===== src/rtl/regmap_pkg.sv =====
package regmap_pkg;
  parameter int SPEC_W   = 4;
  parameter int NSPEC    = 1 << SPEC_W;
  parameter int STRUCT_W = 3;
  parameter int SETUP_W  = 4;

  typedef struct packed {
    logic                vld;
    logic [STRUCT_W-1:0] sid;
    logic [SETUP_W-1:0]  setup;
  } map_ent_t;

  // Toggle rule: an empty entry is filled, a filled entry is cleared.
  function automatic map_ent_t toggle_ent(input map_ent_t cur,
                                          input logic [STRUCT_W-1:0] sid,
                                          input logic [SETUP_W-1:0] setup);
    map_ent_t n;
    if (cur.vld) n = '0;
    else begin
      n.vld   = 1'b1;
      n.sid   = sid;
      n.setup = setup;
    end
    return n;
  endfunction

  // Select routed data by hit.
  function automatic logic [63:0] route_sel(input logic hit,
                                            input logic [63:0] arch_v,
                                            input logic [63:0] cust_v);
    return hit ? cust_v : arch_v;
  endfunction
endpackage


===== src/rtl/regmap_table.sv =====
module regmap_table
  import regmap_pkg::*;
(
  input  logic                        clk,
  input  logic                        rst_n,
  input  logic                        cmd_valid,
  input  logic [SPEC_W-1:0]           cmd_spec,
  input  logic [STRUCT_W-1:0]         cmd_sid,
  input  logic [SETUP_W-1:0]          cmd_setup,
  output map_ent_t [NSPEC-1:0]        tbl,
  output logic                        cfg_pulse,
  output logic [STRUCT_W-1:0]         cfg_sid,
  output logic [SETUP_W-1:0]          cfg_setup,
  output logic                        rel_pulse,
  output logic [STRUCT_W-1:0]         rel_sid
);
  map_ent_t [NSPEC-1:0] tbl_q;
  map_ent_t             cur;
  map_ent_t             nxt;

  always_comb begin
    cur = tbl_q[cmd_spec];
    nxt = toggle_ent(cur, cmd_sid, cmd_setup);
  end

  always_ff @(posedge clk or negedge rst_n) begin
    if (!rst_n) tbl_q <= '0;
    else if (cmd_valid) tbl_q[cmd_spec] <= nxt;
  end

  assign tbl       = tbl_q;
  assign cfg_pulse = cmd_valid & ~cur.vld;
  assign cfg_sid   = cmd_sid;
  assign cfg_setup = cmd_setup;
  assign rel_pulse = cmd_valid & cur.vld;
  assign rel_sid   = cur.sid;
endmodule


===== src/rtl/regmap_rd_port.sv =====
module regmap_rd_port
  import regmap_pkg::*;
#(
  parameter int DATA_W = 32
) (
  input  map_ent_t [NSPEC-1:0] tbl,
  input  logic [SPEC_W-1:0]    spec,
  input  logic [DATA_W-1:0]    arch_data,
  input  logic [DATA_W-1:0]    cust_data,
  output logic                 hit,
  output logic [STRUCT_W-1:0]  sid,
  output logic [SETUP_W-1:0]   setup,
  output logic [DATA_W-1:0]    data
);
  map_ent_t    ent;
  logic [63:0] sel;

  always_comb begin
    ent   = tbl[spec];
    hit   = ent.vld;
    sid   = ent.vld ? ent.sid   : '0;
    setup = ent.vld ? ent.setup : '0;
    sel   = route_sel(ent.vld, 64'(arch_data), 64'(cust_data));
    data  = sel[DATA_W-1:0];
  end
endmodule


===== src/rtl/regmap_wr_route.sv =====
module regmap_wr_route
  import regmap_pkg::*;
#(
  parameter int DATA_W = 32
) (
  input  map_ent_t [NSPEC-1:0] tbl,
  input  logic                 wb_en,
  input  logic [SPEC_W-1:0]    wb_spec,
  input  logic [DATA_W-1:0]    wb_data,
  output logic                 arch_we,
  output logic [SPEC_W-1:0]    arch_waddr,
  output logic [DATA_W-1:0]    arch_wdata,
  output logic                 cust_we,
  output logic [STRUCT_W-1:0]  cust_wsid,
  output logic [DATA_W-1:0]    cust_wdata
);
  map_ent_t ent;

  always_comb begin
    ent        = tbl[wb_spec];
    arch_we    = wb_en & ~ent.vld;
    cust_we    = wb_en & ent.vld;
    arch_waddr = wb_spec;
    cust_wsid  = ent.vld ? ent.sid : '0;
    arch_wdata = wb_data;
    cust_wdata = wb_data;
  end
endmodule


===== src/rtl/regmap_redirect.sv =====
module regmap_redirect
  import regmap_pkg::*;
#(
  parameter int NRD    = 2,
  parameter int DATA_W = 32
) (
  input  logic                       clk,
  input  logic                       rst_n,
  input  logic                       cmd_valid,
  input  logic [SPEC_W-1:0]          cmd_spec,
  input  logic [SETUP_W-1:0]         cmd_setup,
  input  logic [STRUCT_W-1:0]        cmd_sid,
  input  logic [NRD*SPEC_W-1:0]      rd_spec,
  input  logic [NRD*DATA_W-1:0]      arch_rd_data,
  input  logic [NRD*DATA_W-1:0]      cust_rd_data,
  output logic [NRD-1:0]             rd_hit,
  output logic [NRD*STRUCT_W-1:0]    rd_sid,
  output logic [NRD*SETUP_W-1:0]     rd_setup,
  output logic [NRD*DATA_W-1:0]      rd_data,
  input  logic                       wb_en,
  input  logic [SPEC_W-1:0]          wb_spec,
  input  logic [DATA_W-1:0]          wb_data,
  output logic                       arch_we,
  output logic [SPEC_W-1:0]          arch_waddr,
  output logic [DATA_W-1:0]          arch_wdata,
  output logic                       cust_we,
  output logic [STRUCT_W-1:0]        cust_wsid,
  output logic [DATA_W-1:0]          cust_wdata,
  output logic                       cfg_pulse,
  output logic [STRUCT_W-1:0]        cfg_sid,
  output logic [SETUP_W-1:0]         cfg_setup,
  output logic                       rel_pulse,
  output logic [STRUCT_W-1:0]        rel_sid
);
  map_ent_t [NSPEC-1:0] tbl;
  logic     [NSPEC-1:0] map_valid;  // brought out for the checker

  regmap_table u_tbl (
    .clk(clk), .rst_n(rst_n), .cmd_valid(cmd_valid), .cmd_spec(cmd_spec),
    .cmd_sid(cmd_sid), .cmd_setup(cmd_setup), .tbl(tbl),
    .cfg_pulse(cfg_pulse), .cfg_sid(cfg_sid), .cfg_setup(cfg_setup),
    .rel_pulse(rel_pulse), .rel_sid(rel_sid)
  );

  for (genvar s = 0; s < NSPEC; s++) begin : g_vld
    assign map_valid[s] = tbl[s].vld;
  end

  for (genvar p = 0; p < NRD; p++) begin : g_rd
    regmap_rd_port #(.DATA_W(DATA_W)) u_rd (
      .tbl(tbl),
      .spec(rd_spec[p*SPEC_W +: SPEC_W]),
      .arch_data(arch_rd_data[p*DATA_W +: DATA_W]),
      .cust_data(cust_rd_data[p*DATA_W +: DATA_W]),
      .hit(rd_hit[p]),
      .sid(rd_sid[p*STRUCT_W +: STRUCT_W]),
      .setup(rd_setup[p*SETUP_W +: SETUP_W]),
      .data(rd_data[p*DATA_W +: DATA_W])
    );
  end

  regmap_wr_route #(.DATA_W(DATA_W)) u_wr (
    .tbl(tbl), .wb_en(wb_en), .wb_spec(wb_spec), .wb_data(wb_data),
    .arch_we(arch_we), .arch_waddr(arch_waddr), .arch_wdata(arch_wdata),
    .cust_we(cust_we), .cust_wsid(cust_wsid), .cust_wdata(cust_wdata)
  );
endmodule


===== config.mk =====
export PLATFORM = sky130hd
export DESIGN_NAME = regmap_redirect
export DESIGN_NICKNAME = d
export VERILOG_FILES = /design/src/rtl/regmap_pkg.sv /design/src/rtl/regmap_table.sv /design/src/rtl/regmap_rd_port.sv /design/src/rtl/regmap_wr_route.sv /design/src/rtl/regmap_redirect.sv
export SDC_FILE = /design/constraint.sdc
export NUM_CORES = 1
export LEC_CHECK = 0
export ABC_AREA = 1
export ABC_CLOCK_PERIOD_IN_PS = 2800
export BUFFER_PORTS_ARGS = -buffer_cell sky130_fd_sc_hd__buf_2
export CAP_MARGIN = 10
export CORE_MARGIN = 4
export CORE_UTILIZATION = 45
export DETAILED_ROUTE_END_ITERATION = 8
export GPL_ROUTABILITY_DRIVEN = 0
export PLACE_DENSITY = 0.75
export SLEW_MARGIN = 20
export SYNTH_ARGS = -nofsm -noshare
export SYNTH_HDL_FRONTEND = slang
export SYNTH_HIERARCHICAL = 1
export SYNTH_SLANG_ARGS = --single-unit

===== constraint.sdc =====
create_clock -name clk -period 2.8 [get_ports clk]
set_input_delay 0.42 -clock clk [delete_from_list [all_inputs] [get_ports clk]]
set_output_delay 0.42 -clock clk [all_outputs]
set_load 0.1 [all_outputs]

Yosys cells after proc, flatten, opt, wreduce, memory -nomap -nowiden
Cells that the tools add are included.
{ "totals": {"reg_bits": 128, "input_bits": 187, "out_inout_bits": 165} }
{ "op_classes": {"n_lt_le_gt_ge": 5, "n_mux": 19, "bitwise_logic": 6, "reduce_logical": 1} }
{ "ops": {"columns": ["cell", "n"], "rows": [
  ["binary-select mux 8 bit (select 4 bit)", 4],
  ["bitwise mux 128 bit", 1],
  ["two-way mux 32 bit", 2],
  ["two-way mux 8 bit", 6],
  ["demux 8 bit (select 4 bit)", 1],
  ["< comparator 4 x 5 -> 1 bit, second input constant", 4],
  ["two-way mux 3 bit", 3],
  ["two-way mux 4 bit", 2],
  ["AND 1 bit", 4],
  [">= comparator 4 x 1 -> 1 bit, second input constant", 1],
  ["inverter 1 bit", 2],
  ["logical AND 1 bit", 1]
]} }

Logic depth before layout (Yosys ltp)
{ "logic_depth": {"depth_word": 5, "ltp_mapped": 12} }

Hierarchy
The synthesis kept the hierarchy.
{ "by_module_without_submodules": {"columns": ["module", "instances", "cells_each", "area_per_inst_um2", "seq_area_each_um2"], "rows": [
  ["regmap_table", 1, 702, 5808.1, 3203.1],
  ["regmap_rd_port", 2, 466, 1984.4, 0.0],
  ["regmap_wr_route", 1, 270, 1407.6, 0.0]
]} }

Worst setup path after synthesis
OpenSTA, ideal clock, no wires.
{ "synth_path": {"path_kind": "input -> output", "from": "input port cmd_spec[1]", "to": "output port cfg_pulse", "arrival_time_ns": 2.938, "required_time_ns": 2.380, "slack_ns": -0.558, "cell_stages": 7, "n_path_buf": 1, "cell_sequence": "buf_2 -> inv_2 -> nand2_1 -> nand2_1 -> nand2_1 -> nand2_1 -> nor3_1"} }
{ "synth_between": {"elab_chain_cells": 4} }
{ "synth_lines": {"columns": ["item", "line_no", "rtl"], "rows": [
  ["start, declared", "regmap_redirect.sv:10", "input logic [SPEC_W-1:0] cmd_spec,"],
  ["binary-select mux 8 bit (select 4 bit)", "regmap_table.sv:22", "cur = tbl_q[cmd_spec];"],
  ["two-way mux 8 bit (not written as such)", "regmap_table.sv:22", null],
  ["inverter 1 bit", "regmap_table.sv:32", "assign cfg_pulse = cmd_valid & ~cur.vld;"],
  ["AND 1 bit", "regmap_table.sv:32", null],
  ["end, declared", "regmap_redirect.sv:29", "output logic cfg_pulse,"]
]} }
Every way passes these cells. The select of a mux whose other input is x is not followed.

Final worst setup path
{ "layout_path": {"from": "register u_tbl.tbl_q, in the netlist u_tbl/tbl[55]", "to": "output port rd_data[60]"} }
{ "layout_between": {"elab_chain_cells": 3} }
{ "layout_lines": {"columns": ["item", "line_no", "rtl"], "rows": [
  ["start, declared", "regmap_table.sv:17", "map_ent_t [NSPEC-1:0] tbl_q;"],
  ["start signal, assigned by index", "regmap_table.sv:28", "else if (cmd_valid) tbl_q[cmd_spec] <= nxt;"],
  ["binary-select mux 8 bit (select 4 bit)", "regmap_rd_port.sv:19", "ent = tbl[spec];"],
  ["two-way mux 8 bit (not written as such)", "regmap_rd_port.sv:19", null],
  ["two-way mux 32 bit", "regmap_pkg.sv:31", "return hit ? cust_v : arch_v;"],
  ["end, declared", "regmap_redirect.sv:19", "output logic [NRD*DATA_W-1:0] rd_data,"]
]} }
Every way passes these cells. The select of a mux whose other input is x is not followed.

==> impl_results.md <==
- Setup Skew: 0.00617 ns
- PwrDens: 709 nW/um^2
- CTS tree: done
- WS Path Type: register to output port
- DRT antenna net count: 0
- H-tree depth: 4
- Rows: 57
- FF-to-FF setup slack: 0.80 ns
- Vias per inst: 5.71
- FMAX: 367 MHz
- Die height: 166 um
- Crit path from: u_tbl/tbl[55]
- Clk buf depth: 2
- Reg2reg path depth: 10
- Pins Over Slew Limit: 0
- Fin cells: 2378
- Sequential area share after synthesis: 28.6%
- Via count: 13600
- #FFs+latches synth: 128
- RR Endpoint: u_tbl/tbl[126]
- Worst Path Arrival: 2.31 ns
- Hold buffer count at CTS: 0
- Total GRT Usage: 35.3%
- Synth Warn #: 6
- DP Worst Slack: 0.318 ns
- Crit path max fanout: 32
- DRC: 0
- Reg-to-reg startpoint: u_tbl/tbl[7]
- Worst vdd ir: 481 uV
- Slowest library cell on the worst path: dfrtp_2
- Synth cell types: 25
- Critical Path, Cell by Cell: inv_1 -> nand2_1 -> nand3_1 -> nand3_1 -> nand3_2 -> buf_6 -> nand3_1 -> nand2_1 -> buf_12
- Setup TNS: 0 ns
- Most frequent cells in the layout: 901 x nand2_1, 338 x nand3_1, 166 x buf_2
- Post-layout min period: 2.73 ns
- Initial DRC count: 2237
- Number of max-cap violations: 0
- Fraction of layout instances using a drive strength above 1: 19.2%
- Required time of the critical path: 2.38 ns
- Final wirelength: 50500 um
- DR WL/cell: 21.2 um
- Critical Path Start Type: register
- Lkg Pwr: 7.85 nW
- Syn Area/Cell: 5.87 um^2
- Post-route setup slack: 0.0732 ns
- Endpoints failing hold: 0
- CP max stage delay: 0.50 ns
- Initial antenna violation count: 3
- Core Util, Final: 57.2%
- CTS buffer count: 17
- Global-route wire length before repair: 76300 um
- Bufs and invs on worst path: 3
- Tcrit/Tclk final: 97.4%
- Worst setup EP type: output port
- Postcts setup bufs: 0
- Mapped Cells: 1904
- Largest net degree at the start of global routing: 129
- Most used cell, CP: nand3_1
- CP delay by family, top: simple AND/OR/NAND/NOR gates
- Slew headroom: 50.5%
- Most common cell after layout, fill and taps aside: nand2_1
- Post-Syn Nets: 2091
- Worst-Margin Slew: 0.742 ns
- Port Buf Inserts: 255
- RSZ-0062 raised after global routing: false
- DRT Pass-1 Iters: 6
- Chip width: 166 um
- Overflow after GRT: 0
- CTS clock-pin slew for the worst setup and hold paths: 0.06 ns
- Setup-failing EPs final: 0
- # IOs: 352
- Detailed placement HPWL: 36700 um
- Initial Util: 45.9%
- Worst skew pair latency: 0.43 ns
- Worst hold slack: 0.0473 ns
- Post-Place Cells: 2344
- HP Class: primary input to asynchronous set/reset pin
- CTS sink count: 128
- Nets: 2226
- Vias in the first global route: 12600
- Number of fill cells: 2337
- Max reg flops: 128
- Syn Std Cell Area: 11200 um^2
- Clk root buf: clkbuf_16
- Status: finished, final reports clean
- Layout Area Growth over Synthesis: 24.8%
- Area of the die: 27400 um^2
- Core area: 24400 um^2
==> stage by stage <==
stage	cell area [um^2]	power, mW
CTS	13900	9.77
finish	14000	9.89
global placement	13300	7.49
detailed placement	13300	7.57
floorplan	11200	6.31
global route	14000	10.3
==> where the power goes <==
group	total, mW	switching (mW)	leakage [nW]	internal, mW
clock network	2.21	0.864	0.282	1.35
registers	2.84	0.588	1.62	2.25
logic	4.85	3.30	5.95	1.55
==> synth_stat cells, drive strengths merged <==
library cell | instances | area, um^2
nand3 | 344 | 1750
nand4 | 3 | 18.8
nand2 | 909 | 3440
buf | 165 | 1220
a22oi | 24 | 180
o21ai | 30 | 150
nor2 | 109 | 489
dfrtp | 128 | 3200
inv | 167 | 634
clkbuf | 23 | 86.3
a21oi | 1 | 5.00
nor3 | 1 | 5.00
==> worst register-to-register path, cell delays in order, from the launching register on <==
cell and delay, ns:
dfrtp_1 0.50, nand2_1 0.14, nand2_1 0.05, nand2_1 0.06
nand2_1 0.05, nand2_1 0.05, nand2_1 0.11, nor2_4 0.18
buf_12 0.40, nand3_1 0.30, nand2_1 0.10
==> repair_timing <==
action / 4_1_cts / 5_1_grt
pin swaps: 0 / 0
endpoints found under the setup margin: 2 / 67
gates cloned: 0 / 0
resized for setup: 0 / 18
==> kinds of logic (layout without fill, tap and decap cells) <==
| group | after synthesis | in the layout | share of synthesized area (%) |
|---|---|---|---|
| and+or+nand+nor | 1366 | 1366 | 51.0 |
| buffers and inverters | 355 | 503 | 17.4 |
| DFF | 128 | 128 | 28.6 |
| AOI/OAI and AO/OA | 55 | 55 | 3.00 |
| other | 0 | 2 | 0 |
==> worst max path at each step <==
stage | endpoint | slack [ns] | cells past startpoint
floorplan | arch_we | 0.08 | 9
global placement | rd_data[2] | 0.34 | 10
detailed placement | rd_data[2] | 0.32 | 10
CTS | rd_setup[7] | -0.01 | 10
global route | rd_data[60] | 0.02 | 9
finish | rd_data[60] | 0.07 | 9
==> per-layer routing <==
layer  wire length [um]  share of wire, %  global-route usage (%)  up-vias
met5                  0                 0                   0.696        -
met4               3270               6.5                    18.7        0
met3               6520                13                    9.53      203
met1              17800                35                    43.5     6111
li1                   -                 -                       -     6098
met2              22900                45                    56.7     1174
==> final cells by class <==
type / instances / area [um^2] / share of cell area, %
Tap cell: 324 / 405 / 2.90
Antenna cell: 2 / 5.00 / 0.0358
Sequential cell: 128 / 3210 / 23.0
Inverter: 167 / 634 / 4.54
Timing Repair Buffer: 304 / 3050 / 21.9
Clock inverter: 11 / 114 / 0.815
Clock buffer: 21 / 460 / 3.30
Multi-Input combinational cell: 1421 / 6080 / 43.5
(Power assumes the default switching activity.)
